===== src/rtl/mcm_pkg.sv =====
package mcm_pkg;
    localparam int PAGE_W  = 6;
    localparam int BLOCK_W = 15;
    localparam int ROM_W   = PAGE_W + BLOCK_W;

    typedef struct packed {
        logic [PAGE_W-1:0] page;
        logic              mirror_v;
        logic              half_mode;
        logic              half_sel;
        logic              wprot;
    } bank_state_t;
endpackage


===== src/rtl/mcm_regs.sv =====
module mcm_regs
    import mcm_pkg::*;
(
    input  logic        clk,
    input  logic        rst,
    input  logic        wr_en,
    input  logic        sel_odd,
    input  logic [7:0]  wdata,
    output bank_state_t st_q
);
    bank_state_t st_d;

    always_comb begin
        st_d = st_q;
        if (wr_en) begin
            if (sel_odd) begin
                st_d.page[5] = wdata[0];
                st_d.wprot   = wdata[1];
            end else begin
                st_d.page[4]   = wdata[7];
                st_d.mirror_v  = wdata[6];
                st_d.half_mode = wdata[5];
                st_d.page[3:0] = wdata[4:1];
                st_d.half_sel  = wdata[0];
            end
        end
    end

    always_ff @(posedge clk) begin
        if (rst) st_q <= '0;
        else     st_q <= st_d;
    end
endmodule


===== src/rtl/mcm_prg_map.sv =====
module mcm_prg_map
    import mcm_pkg::*;
(
    input  bank_state_t        st,
    input  logic [BLOCK_W-1:0] cpu_off,
    output logic [ROM_W-1:0]   rom_addr
);
    logic top_bit;

    always_comb begin
        top_bit  = st.half_mode ? st.half_sel : cpu_off[BLOCK_W-1];
        rom_addr = {st.page, top_bit, cpu_off[BLOCK_W-2:0]};
    end
endmodule


===== src/rtl/mcm_vid_map.sv =====
module mcm_vid_map #(
    parameter int PPU_AW = 14
) (
    input  logic              mirror_v,
    input  logic              wprot,
    input  logic [PPU_AW-1:0] ppu_addr,
    input  logic              ppu_we,
    output logic              nt_sel,
    output logic [PPU_AW-2:0] chr_addr,
    output logic              chr_we
);
    always_comb begin
        nt_sel   = mirror_v ? ppu_addr[10] : ppu_addr[11];
        chr_addr = ppu_addr[PPU_AW-2:0];
        chr_we   = ppu_we & ~ppu_addr[PPU_AW-1] & ~wprot;
    end
endmodule


===== src/rtl/mcm_mapper.sv =====
module mcm_mapper
    import mcm_pkg::*;
#(
    parameter int CPU_AW = 16,
    parameter int PPU_AW = 14
) (
    input  logic              clk,
    input  logic              rst,
    input  logic [CPU_AW-1:0] cpu_addr,
    input  logic [7:0]        cpu_wdata,
    input  logic              cpu_we,
    input  logic [PPU_AW-1:0] ppu_addr,
    input  logic              ppu_we,
    output logic [ROM_W-1:0]  rom_addr,
    output logic              nt_sel,
    output logic [PPU_AW-2:0] chr_addr,
    output logic              chr_we
);
    bank_state_t st_q;
    logic        reg_wr;

    assign reg_wr = cpu_we & cpu_addr[CPU_AW-1];

    mcm_regs regs_i (
        .clk     (clk),
        .rst     (rst),
        .wr_en   (reg_wr),
        .sel_odd (cpu_addr[0]),
        .wdata   (cpu_wdata),
        .st_q    (st_q)
    );

    mcm_prg_map prg_i (
        .st       (st_q),
        .cpu_off  (cpu_addr[BLOCK_W-1:0]),
        .rom_addr (rom_addr)
    );

    mcm_vid_map #(.PPU_AW(PPU_AW)) vid_i (
        .mirror_v (st_q.mirror_v),
        .wprot    (st_q.wprot),
        .ppu_addr (ppu_addr),
        .ppu_we   (ppu_we),
        .nt_sel   (nt_sel),
        .chr_addr (chr_addr),
        .chr_we   (chr_we)
    );
endmodule


===== config.mk =====
export PLATFORM = sky130hd
export DESIGN_NAME = mcm_mapper
export DESIGN_NICKNAME = d
export VERILOG_FILES = /design/src/rtl/mcm_pkg.sv /design/src/rtl/mcm_regs.sv /design/src/rtl/mcm_prg_map.sv /design/src/rtl/mcm_vid_map.sv /design/src/rtl/mcm_mapper.sv
export SDC_FILE = /design/constraint.sdc
export NUM_CORES = 1
export LEC_CHECK = 0
export BUFFER_PORTS_ARGS = -buffer_cell sky130_fd_sc_hd__buf_2
export CORE_MARGIN = 8
export CORE_UTILIZATION = 30
export DETAILED_ROUTE_END_ITERATION = 12
export HOLD_SLACK_MARGIN = 0.05
export PLACE_DENSITY_LB_ADDON = 0.08
export SLEW_MARGIN = 25
export SYNTH_ARGS = -nofsm -noshare
export SYNTH_HDL_FRONTEND = slang
export SYNTH_SLANG_ARGS = --single-unit

===== constraint.sdc =====
create_clock -name clk -period 1 [get_ports clk]
set_input_delay 0.25 -clock clk [delete_from_list [all_inputs] [get_ports clk]]
set_output_delay 0.25 -clock clk [all_outputs]
set_load 0.02 [all_outputs]

==> summary.md, run 1 <==
| Metric | Value |
|---|---|
| CP peak stage delay | `around 340 ps` |
| Post-Syn Nets | `~120` |
| Critical path fanouts, max | `2` |
| Final setup fails | `3` |
| Worst Slack Setup Final | `-284 ps` |
| Nets | `~130` |
| Regs by FF count | `regs_i.st_q (10)` |
| Fin. max-slew vios | `0` |
| Post-CTS Hold Buffers | `0` |
| # fillers | `between 200 and 300` |
| Boundary Pins | `between 70 and 80` |
| Fraction of layout cells with a size suffix above 1 | `a little under two thirds` |
| GP Congestion | `between 0.6 and 0.7` |
| Max transition margin | `between 80% and 90%` |
| Most common cell after layout, fill and taps aside | `buf_2` |
| Root buffer selected by CTS | `clkbuf_4` |
| Largest delay share family, worst path | `flip-flops` |
| Setup Skew | `0 ps` |
| DRT antenna net count | `0` |
| CP max stage cell | `dfxtp_2` |
| Multi-input logic area | `272 um2` |
| Power per Cell Area | `1210 nW/um2` |
| Syn Inst Count | `between 70 and 80` |
| Final Hold Vio Count | `0` |
| WL final | `1370 um` |
| Initial antenna violation count | `0` |
| Critical Path Source | `regs_i.st_q[3]$_SDFFE_PP0P_` |
| Fin crit share | `128%` |
| Worst slew pin tran | `~220 ps` |
| Clk slew on worst S/H paths | `roughly 70 ps` |
| Worst EP arrival | `a little over 1000 ps` |
| Syn avg cell area | `just over 9 um2` |
| Initial Utilization | `30.6%` |
| Violated checks | `setup timing` |
| Register bank with the most flops | `regs_i.st_q` |
| Commonest cells after routing, fill and taps aside | `20 x buf_2, 18 x nand2b_1, 10 x mux2i_1, 9 x dfxtp_2, 8 x buf_6` |
| Vias in the first global route | `around 510` |
| CTS tree | `yes` |
| Grt total ovfl | `0` |
| Layout area overhead | `9.42%` |
| Worst path depth | `2` |
| Fin cells | `112` |
| Hold path start | `cpu_wdata[5]` |
| Startpoint Class | `register` |
| WP buf/inv | `1` |
| Largest net degree at the start of global routing | `19` |
| Min cycle time layout | `about 1300 ps` |
| Hold path cells | `3` |
| Area of the mapped netlist | `about 730 um2` |
| Clk buf depth | `2` |
| Crit-path cells | `mux2_4 -> buf_6` |
| First-pass GRT wire length | `around 2300 um` |
| Critical Path RT | `750 ps` |
| Core area | `between 2000 and 2500 um2` |
| # rows | `18` |
| Crit path capture type | `primary output` |
| Fin Hold WS | `between 200 and 250 ps` |
| #FFs+latches synth | `10` |
| Die Area | `4270 um2` |
| Average wire per standard cell | `12.3 um` |
| Number of CTS-inserted buffers | `3` |
| Drt pass-1 iters | `3` |
| N_diodes | `0` |
| Kind of critical path | `register to primary output` |
| DRC viols | `0` |
| DR iter-0 viols | `12` |
| Synth unique cells | `10` |
| Inst Count DP | `105` |
| Status | `finished with violations` |
| Max-cap viol count | `0` |
| Die W | `around 65 um` |
| Sequential fraction of the synthesis area | `a little over a quarter` |
| Core Util, Final | `33.5%` |
| RSZ-0062 raised after global routing | `yes` |
| Worst reg-to-reg path cell count | `3` |
| Max reg flops | `10` |
| YS warnings | `0` |
| Worst R2R Start | `regs_i.st_q[3]$_SDFFE_PP0P_` |
| Fmax | `0.779 GHz` |
| DIE HEIGHT | `65.4 um` |
| Register area | `211 um2` |
| Global Route Usage Sum | `roughly 6.8%` |
| Vias post-DR | `450` |
| Worst-skew pair later-pin latency | `about 260 ps` |
| H-tree levels | `1` |
| Clock sink total | `10` |
| Buffers on Ports | `29` |
| VDD IR-drop max | `between 600 and 700 uV` |
| Min-delay worst type | `input pin to register` |
| Lkg Pwr | `about 0.36 nW` |
| Vias/cell | `~4` |
## per-stage QoR
stage	TNS [ps]	power (mW)	setup slack, ps	cell area (um2)
2_1_floorplan	0	0.683	1.39	743
3_3_place_gp	-106	0.585	-36.8	673
3_5_place_dp	-106	0.585	-45.7	673
4_1_cts	-733	0.987	-290	783
5_1_grt	-829	1.03	-326	800
6_report	-690	0.966	-284	800
## synthesized netlist by cell type
cell type / number / share of area [%]
dfxtp_1: 10 / 27
and3_2: 1 / 1.0
nand2b_1: 18 / 15
buf_4: 34 / 35
mux2_2: 2 / 3.1
mux2i_1: 10 / 14
nor3b_1: 1 / 1.0
and3b_1: 1 / 1.2
buf_2: 1 / 0.68
buf_6: 1 / 1.5
## per-layer routing
layer	vias to the layer above	GRT usage (%)	wire, um
met5	-	0	0
met4	0	5.45	2
met3	2	5.44	266
met2	27	9.47	583
met1	199	6.61	519
li1	222	-	-
## cell families (layout without fill, tap and decap cells)
group	Yosys count	in the layout	synth area share, %
DFF	10	10	27.4
buffers and inverters	36	39	37.2
muxes	12	12	16.8
and+or+nand+nor	21	21	18.7
## worst min-delay path, delay by kind of cell
kind / cells / cell delay, ps
buf+inv: 1 / 100
mux: 1 / 60
simple gates: 1 / 50
## power breakdown
part	leakage (nW)	internal [mW]	switching [mW]
Clock	0.0210	0.221	0.140
Sequential	0.0854	0.415	0.00934
Combinational	0.257	0.103	0.0778
## layout make-up
type | count | area share (%)
timing repair buffer | 35 | 30.4
tap | 30 | 4.69
clock buffer | 4 | 4.54
multi-input combinational | 33 | 34.0
sequential | 10 | 26.4
## final timing paths
kind                                      end  slack, ps
hold / removal    regs_i.st_q[2]$_SDFFE_PP0P_        240
setup / recovery                       nt_sel       -280
hold reg to reg   regs_i.st_q[9]$_SDFFE_PP0P_        480
setup reg to reg  regs_i.st_q[3]$_SDFFE_PP0P_        330
## what timing repair did
item                       4_1_cts  5_1_grt
resized for setup               22        5
pin swaps                        1        0
setup endpoints to repair        9        8
setup buffers                    2        1
No activity file was read; power rests on OpenSTA's default activity.
==> inputs of run 2 (changes only) <==
ABC_AREA = 1   (was default)
GPL_ROUTABILITY_DRIVEN = 0   (was default)
PLACE_DENSITY = 0.74   (was default)
PLACE_DENSITY_LB_ADDON = default   (was 0.08)
==> summary.md, run 2 <==
| Metric | Value |
|---|---|
| Status | `finished with violations` |
| Violated checks | `setup timing` |
| Area share of the largest cell type after synthesis | `a little over a third` |
| Drt pass-1 iters | `5` |
| Worst Slack Setup Final | `-139 ps` |
| WL final | `1510 um` |
| Regs by FF count | `regs_i.st_q (10)` |
| Worst EP arrival | `about 900 ps` |
| Average wire per standard cell | `approximately 11 um` |
| Initial Utilization | `32.1%` |
| Die Area | `~4200 um2` |
| Worst-skew pair later-pin latency | `roughly 260 ps` |
| RSZ-0062 raised after global routing | `yes` |
| VDD IR-drop max | `just over 900 uV` |
| Core area | `approximately 2200 um2` |
| Critical Path RT | `approximately 750 ps` |
| Max transition margin | `85.7%` |
| H-tree levels | `1` |
| Commonest cells after routing, fill and taps aside | `21 x nor2_1, 20 x nand2_1, 20 x buf_2, 8 x inv_1, 8 x dfxtp_2` |
| Global Route Usage Sum | `7.25%` |
| Main combinational cell family by area after synthesis | `buffers and inverters` |
| WP buf/inv | `2` |
| Post-synth EDFFs | `0` |
| Worst reg-to-reg path cell count | `5` |
| Final setup fails | `3` |
| Area share of fa/ha/maj cells after synthesis | `0%` |
| Top-count cell post-synth | `buf_4` |
| Kind of critical path | `register to primary output` |
| Worst slew pin tran | `214 ps` |
| Worst R2R Start | `regs_i.st_q[3]$_SDFFE_PP0P_` |
| Startpoint Class | `register` |
| DRC viols | `0` |
| Core Util, Final | `33.2%` |
| Sequential fraction of the synthesis area | `27.9%` |
| Most common cell after layout, fill and taps aside | `nor2_1` |
| Synth Area in Simple Gates | `roughly 28%` |
| Synth unique cells | `11` |
| CP max stage cell | `dfxtp_2` |
| Post-CTS Hold Buffers | `0` |
| Proportion of synthesized area in mux cells | `0%` |
| Fraction of layout cells with a size suffix above 1 | `49.1%` |
| Most frequent cells after synthesis | `34 x buf_4, 23 x nand2_1, 21 x nor2_1, 11 x inv_1, 10 x dfxtp_1` |
| Crit-path cells | `inv_2 -> nand2_2 -> nor2_1 -> buf_4` |
| Setup TNS | `-359 ps` |
| Vias in the first global route | `540` |
| Fin. max-slew vios | `0` |
| Initial antenna violation count | `0` |
| Area of the mapped netlist | `717 um2` |
| YS warnings | `0` |
| Clk buf depth | `2` |
| Main area contributors after synthesis | `buf_4 36%, dfxtp_1 28%, nand2_1 12%, nor2_1 11%, inv_1 5.8%` |
| Critical Path Source | `regs_i.st_q[0]$_SDFFE_PP0P_` |
| Root buffer selected by CTS | `clkbuf_4` |
| Vias post-DR | `approximately 540` |
| Min-delay worst type | `input pin to register` |
| Most used DFF post-synth | `dfxtp_1` |
| #FFs+latches synth | `10` |
| Syn Inst Count | `around 110` |
| Clk slew on worst S/H paths | `about 60 ps` |
| DRT antenna net count | `0` |
| Final Hold Vio Count | `0` |
| # fillers | `approximately 240` |
| Die W | `64.9 um` |
| CTS tree | `yes` |
| Lkg Pwr | `0.416 nW` |
| Boundary Pins | `78` |
| Max reg flops | `10` |
| Critical path fanouts, max | `2` |
| N_diodes | `0` |
| Layout area overhead | `3.49%` |
| Power per Cell Area | `1230 nW/um2` |
| Hold path cells | `3` |
| DR iter-0 viols | `22` |
| Max-cap viol count | `0` |
| Fmax | `a little under 0.9 GHz` |
| Ys async rst share | `0%` |
| Compound-cell area share of the yosys netlist | `less than 1%` |
| Number of CTS-inserted buffers | `3` |
| Nets | `150` |
| Grt total ovfl | `0` |
| Register bank with the most flops | `regs_i.st_q` |
| Largest net degree at the start of global routing | `17` |
| Largest delay share family, worst path | `flip-flops` |
| Min cycle time layout | `roughly 1100 ps` |
| Design Power | `roughly 0.9 mW` |
| Hold path start | `cpu_wdata[3]` |
| Post-detail-place hpwl | `approximately 1200 um` |
| Clock sink total | `10` |
| Syn avg cell area | `roughly 6.8 um2` |
| CP peak stage delay | `310 ps` |
| Setup Skew | `0 ps` |
| Worst hold endpoint | `regs_i.st_q[6]$_SDFFE_PP0P_` |
| Vias/cell | `~4.1` |
| Fin crit share | `114%` |
| Buffers on Ports | `29` |
| Register area | `210 um2` |
| First-pass GRT wire length | `between 2000 and 2500 um` |
| DIE HEIGHT | `between 60 and 70 um` |
| Crit path capture type | `primary output` |
| R2R Path End | `regs_i.st_q[3]$_SDFFE_PP0P_` |
| Largest area contributor in the netlist | `buf_4` |
| Post-Syn Nets | `about 150` |
| Multi-input logic area | `about 210 um2` |
| # rows | `17` |
| Synth Area in XOR/XNOR | `0%` |
| R2r setup slk | `270 ps` |
run 2: cell types whose count changed after synthesis, sizes merged, moves of 2 or more:
cell	previous run	this run
mux2	2	0
nor2	0	21
nand2	0	25
nand3	0	2
inv	0	11
mux2i	10	0
nand2b	18	0
run 2: kinds of logic (layout without fill, tap and decap cells):
logic type / Yosys count / count (layout)
AOI/OAI and AO/OA: 1 / 1
buffers and inverters: 47 / 47
DFF: 10 / 10
and+or+nand+nor: 48 / 48
run 2: cell type report:
class / instances / share of cell area, %
clock buffers: 3 / 3.04
well taps: 28 / 4.72
multi-input cells: 49 / 28.7
flip-flops and latches: 10 / 28.3
inverters: 12 / 6.07
repair buffers: 32 / 29.2
run 2: power breakdown:
part	internal (mW)	leakage, nW	total, mW	switching [mW]
clock network	0.138	0.0138	0.264	0.125
registers	0.423	0.0852	0.434	0.0112
logic	0.0986	0.317	0.211	0.113
run 2: routing by layer:
| layer | global-route usage (%) | wire length (um) |
|---|---|---|
| met5 | 0 | 0 |
| met4 | 2.72 | 45 |
| met3 | 6.87 | 260 |
| met2 | 11.9 | 679 |
| met1 | 5.97 | 524 |
run 2: how the worst max path moves through the flow:
stage | endpoint | slack, ps | cells after the start
floorplan | chr_we | 100 | 3
global placement | regs_i.st_q[1]$_SDFFE_PP0P_ | 70 | 5
detailed placement | regs_i.st_q[8]$_SDFFE_PP0P_ | 30 | 5
CTS | rom_addr[14] | -150 | 3
global route | rom_addr[14] | -210 | 4
finish | chr_we | -140 | 4
run 2: through the flow:
step	cell area (um2)	std cells	setup WS [ps]	hold WS, ps
after floorplan	717	106	97.3	385
after global placement	638	129	65.3	472
after detailed placement	638	129	33.5	478
after CTS	699	133	-151	200
after global routing	742	134	-210	221
final	742	134	-139	208
run 2: repair_timing:
action                                  CTS  global route
pin swaps                                 1             2
buffers inserted                          1             1
endpoints found under the setup margin    9             9
gates resized for setup                  15            16
run 2: worst register-to-register path, stage by stage, from the launching register on:
cell     delay (ps)
dfxtp_2         330
inv_2            40
buf_4           120
nand2_2          50
nand2_1          50
nor2_1           70
==> inputs of run 3 (changes only) <==
MAX_ROUTING_LAYER = met4   (was default)
==> summary.md, run 3 (same netlist as run 2, synthesis figures left out) <==
| Metric | Value |
|---|---|
| Lkg Pwr | `between 0.4 and 0.5 nW` |
| CTS tree | `yes` |
| Most common cell after layout, fill and taps aside | `nor2_1` |
| Initial antenna violation count | `0` |
| Die W | `about 65 um` |
| Vias in the first global route | `roughly 540` |
| Power per Cell Area | `about 1200 nW/um2` |
| DRT antenna net count | `0` |
| Clk buf depth | `2` |
| Buffers on Ports | `29` |
| Clock sink total | `10` |
| Clk slew on worst S/H paths | `about 60 ps` |
| Post-CTS Hold Buffers | `0` |
| WL final | `roughly 1500 um` |
| Initial Utilization | `32.1%` |
| Grt total ovfl | `0` |
| Vias post-DR | `roughly 540` |
| Worst slew pin tran | `between 200 and 250 ps` |
| Vias/cell | `4.05` |
| Fin. max-slew vios | `0` |
| Register area | `approximately 210 um2` |
| Layout area overhead | `3.49%` |
| Root buffer selected by CTS | `clkbuf_4` |
| Worst EP arrival | `890 ps` |
| Number of CTS-inserted buffers | `3` |
| Multi-input logic area | `about 210 um2` |
| Violated checks | `setup timing` |
| Worst Slack Setup Final | `-139 ps` |
| Post-detail-place hpwl | `about 1200 um` |
| Startpoint Class | `register` |
| Crit path capture type | `primary output` |
| DIE HEIGHT | `roughly 65 um` |
| # fillers | `between 200 and 250` |
| First-pass GRT wire length | `2420 um` |
| Max transition margin | `85.7%` |
| CP max stage cell | `dfxtp_2` |
| Largest net degree at the start of global routing | `17` |
| Drt pass-1 iters | `5` |
| Core area | `between 2000 and 2500 um2` |
| Min-delay worst type | `input pin to register` |
| Max-cap viol count | `0` |
| Largest delay share family, worst path | `flip-flops` |
| RSZ-0062 raised after global routing | `yes` |
| Max reg flops | `10` |
| Die Area | `4210 um2` |
| Setup Skew | `0 ps` |
| Core Util, Final | `around a third` |
| # rows | `17` |
| VDD IR-drop max | `906 uV` |
| Kind of critical path | `register to primary output` |
| Boundary Pins | `78` |
| Final Hold Vio Count | `0` |
| WP buf/inv | `2` |
| Worst-skew pair later-pin latency | `260 ps` |
| Crit-path cells | `inv_2 -> nand2_2 -> nor2_1 -> buf_4` |
| Setup TNS | `-359 ps` |
| Min cycle time layout | `about 1100 ps` |
| DRC viols | `0` |
| H-tree levels | `1` |
| Global Route Usage Sum | `under 10%` |
| Nets | `150` |
| DR iter-0 viols | `20` |
| Design Power | `~0.91 mW` |
| Fmax | `slightly below 0.9 GHz` |
| Status | `finished with violations` |
| Fin crit share | `114%` |
| N_diodes | `0` |
| Fraction of layout cells with a size suffix above 1 | `a little under 50%` |
| Regs by FF count | `regs_i.st_q (10)` |
| Final setup fails | `3` |
| Register bank with the most flops | `regs_i.st_q` |
| Commonest cells after routing, fill and taps aside | `21 x nor2_1, 20 x nand2_1, 20 x buf_2, 8 x inv_1, 8 x dfxtp_2` |
| Average wire per standard cell | `between 10 and 15 um` |
| Fin Hold WS | `a little over 200 ps` |
| CP peak stage delay | `between 300 and 400 ps` |
| Critical path fanouts, max | `2` |
| Critical Path RT | `roughly 750 ps` |
-- run 3: metal layers --
| layer | up-vias | global-route usage [%] | part of all wire, % |
|---|---|---|---|
| li1 | 275 | - | - |
| met1 | 228 | 6.36 | 36 |
| met2 | 30 | 11.9 | 45 |
| met3 | 10 | 6.19 | 16 |
| met4 | 0 | 2.72 | 2.8 |
| met5 | - | - | 0 |
-- run 3: what timing repair did --
action | 4_1_cts | 5_1_grt
pin swaps | 1 | 2
setup buffers | 1 | 1
setup endpoints to repair | 9 | 9
resized for setup | 15 | 16
-- run 3: final cells by class --
type	count	share of cell area, %
timing repair buffer	32	29.2
inverter	12	6.07
tap	28	4.72
sequential	10	28.3
clock buffer	3	3.04
multi-input combinational	49	28.7
-- run 3: worst paths after layout --
check	cells after the start	end	start	slack (ps)
setup / recovery	4	chr_we	regs_i.st_q[0]$_SDFFE_PP0P_	-140
hold / removal	3	regs_i.st_q[6]$_SDFFE_PP0P_	cpu_wdata[3]	210
setup reg to reg	5	regs_i.st_q[3]$_SDFFE_PP0P_	regs_i.st_q[3]$_SDFFE_PP0P_	270
hold reg to reg	4	regs_i.st_q[7]$_SDFFE_PP0P_	regs_i.st_q[7]$_SDFFE_PP0P_	520
-- run 3: power breakdown --
part | internal [mW] | switching, mW
registers | 0.423 | 0.0112
logic | 0.0986 | 0.113
clock network | 0.138 | 0.125
total | 0.660 | 0.249
-- run 3: per-stage QoR --
step	setup WS, ps	instances	instance area, um2
finish	-139	134	742
global route	-210	134	742
CTS	-151	133	699
detailed placement	33.5	129	638
global placement	65.3	129	638
floorplan	97.3	106	717
-- run 3: tightest hold or removal path: stages --
cell and delay [ps]:
buf_2 70, nor2_1 30, nor2_1 80
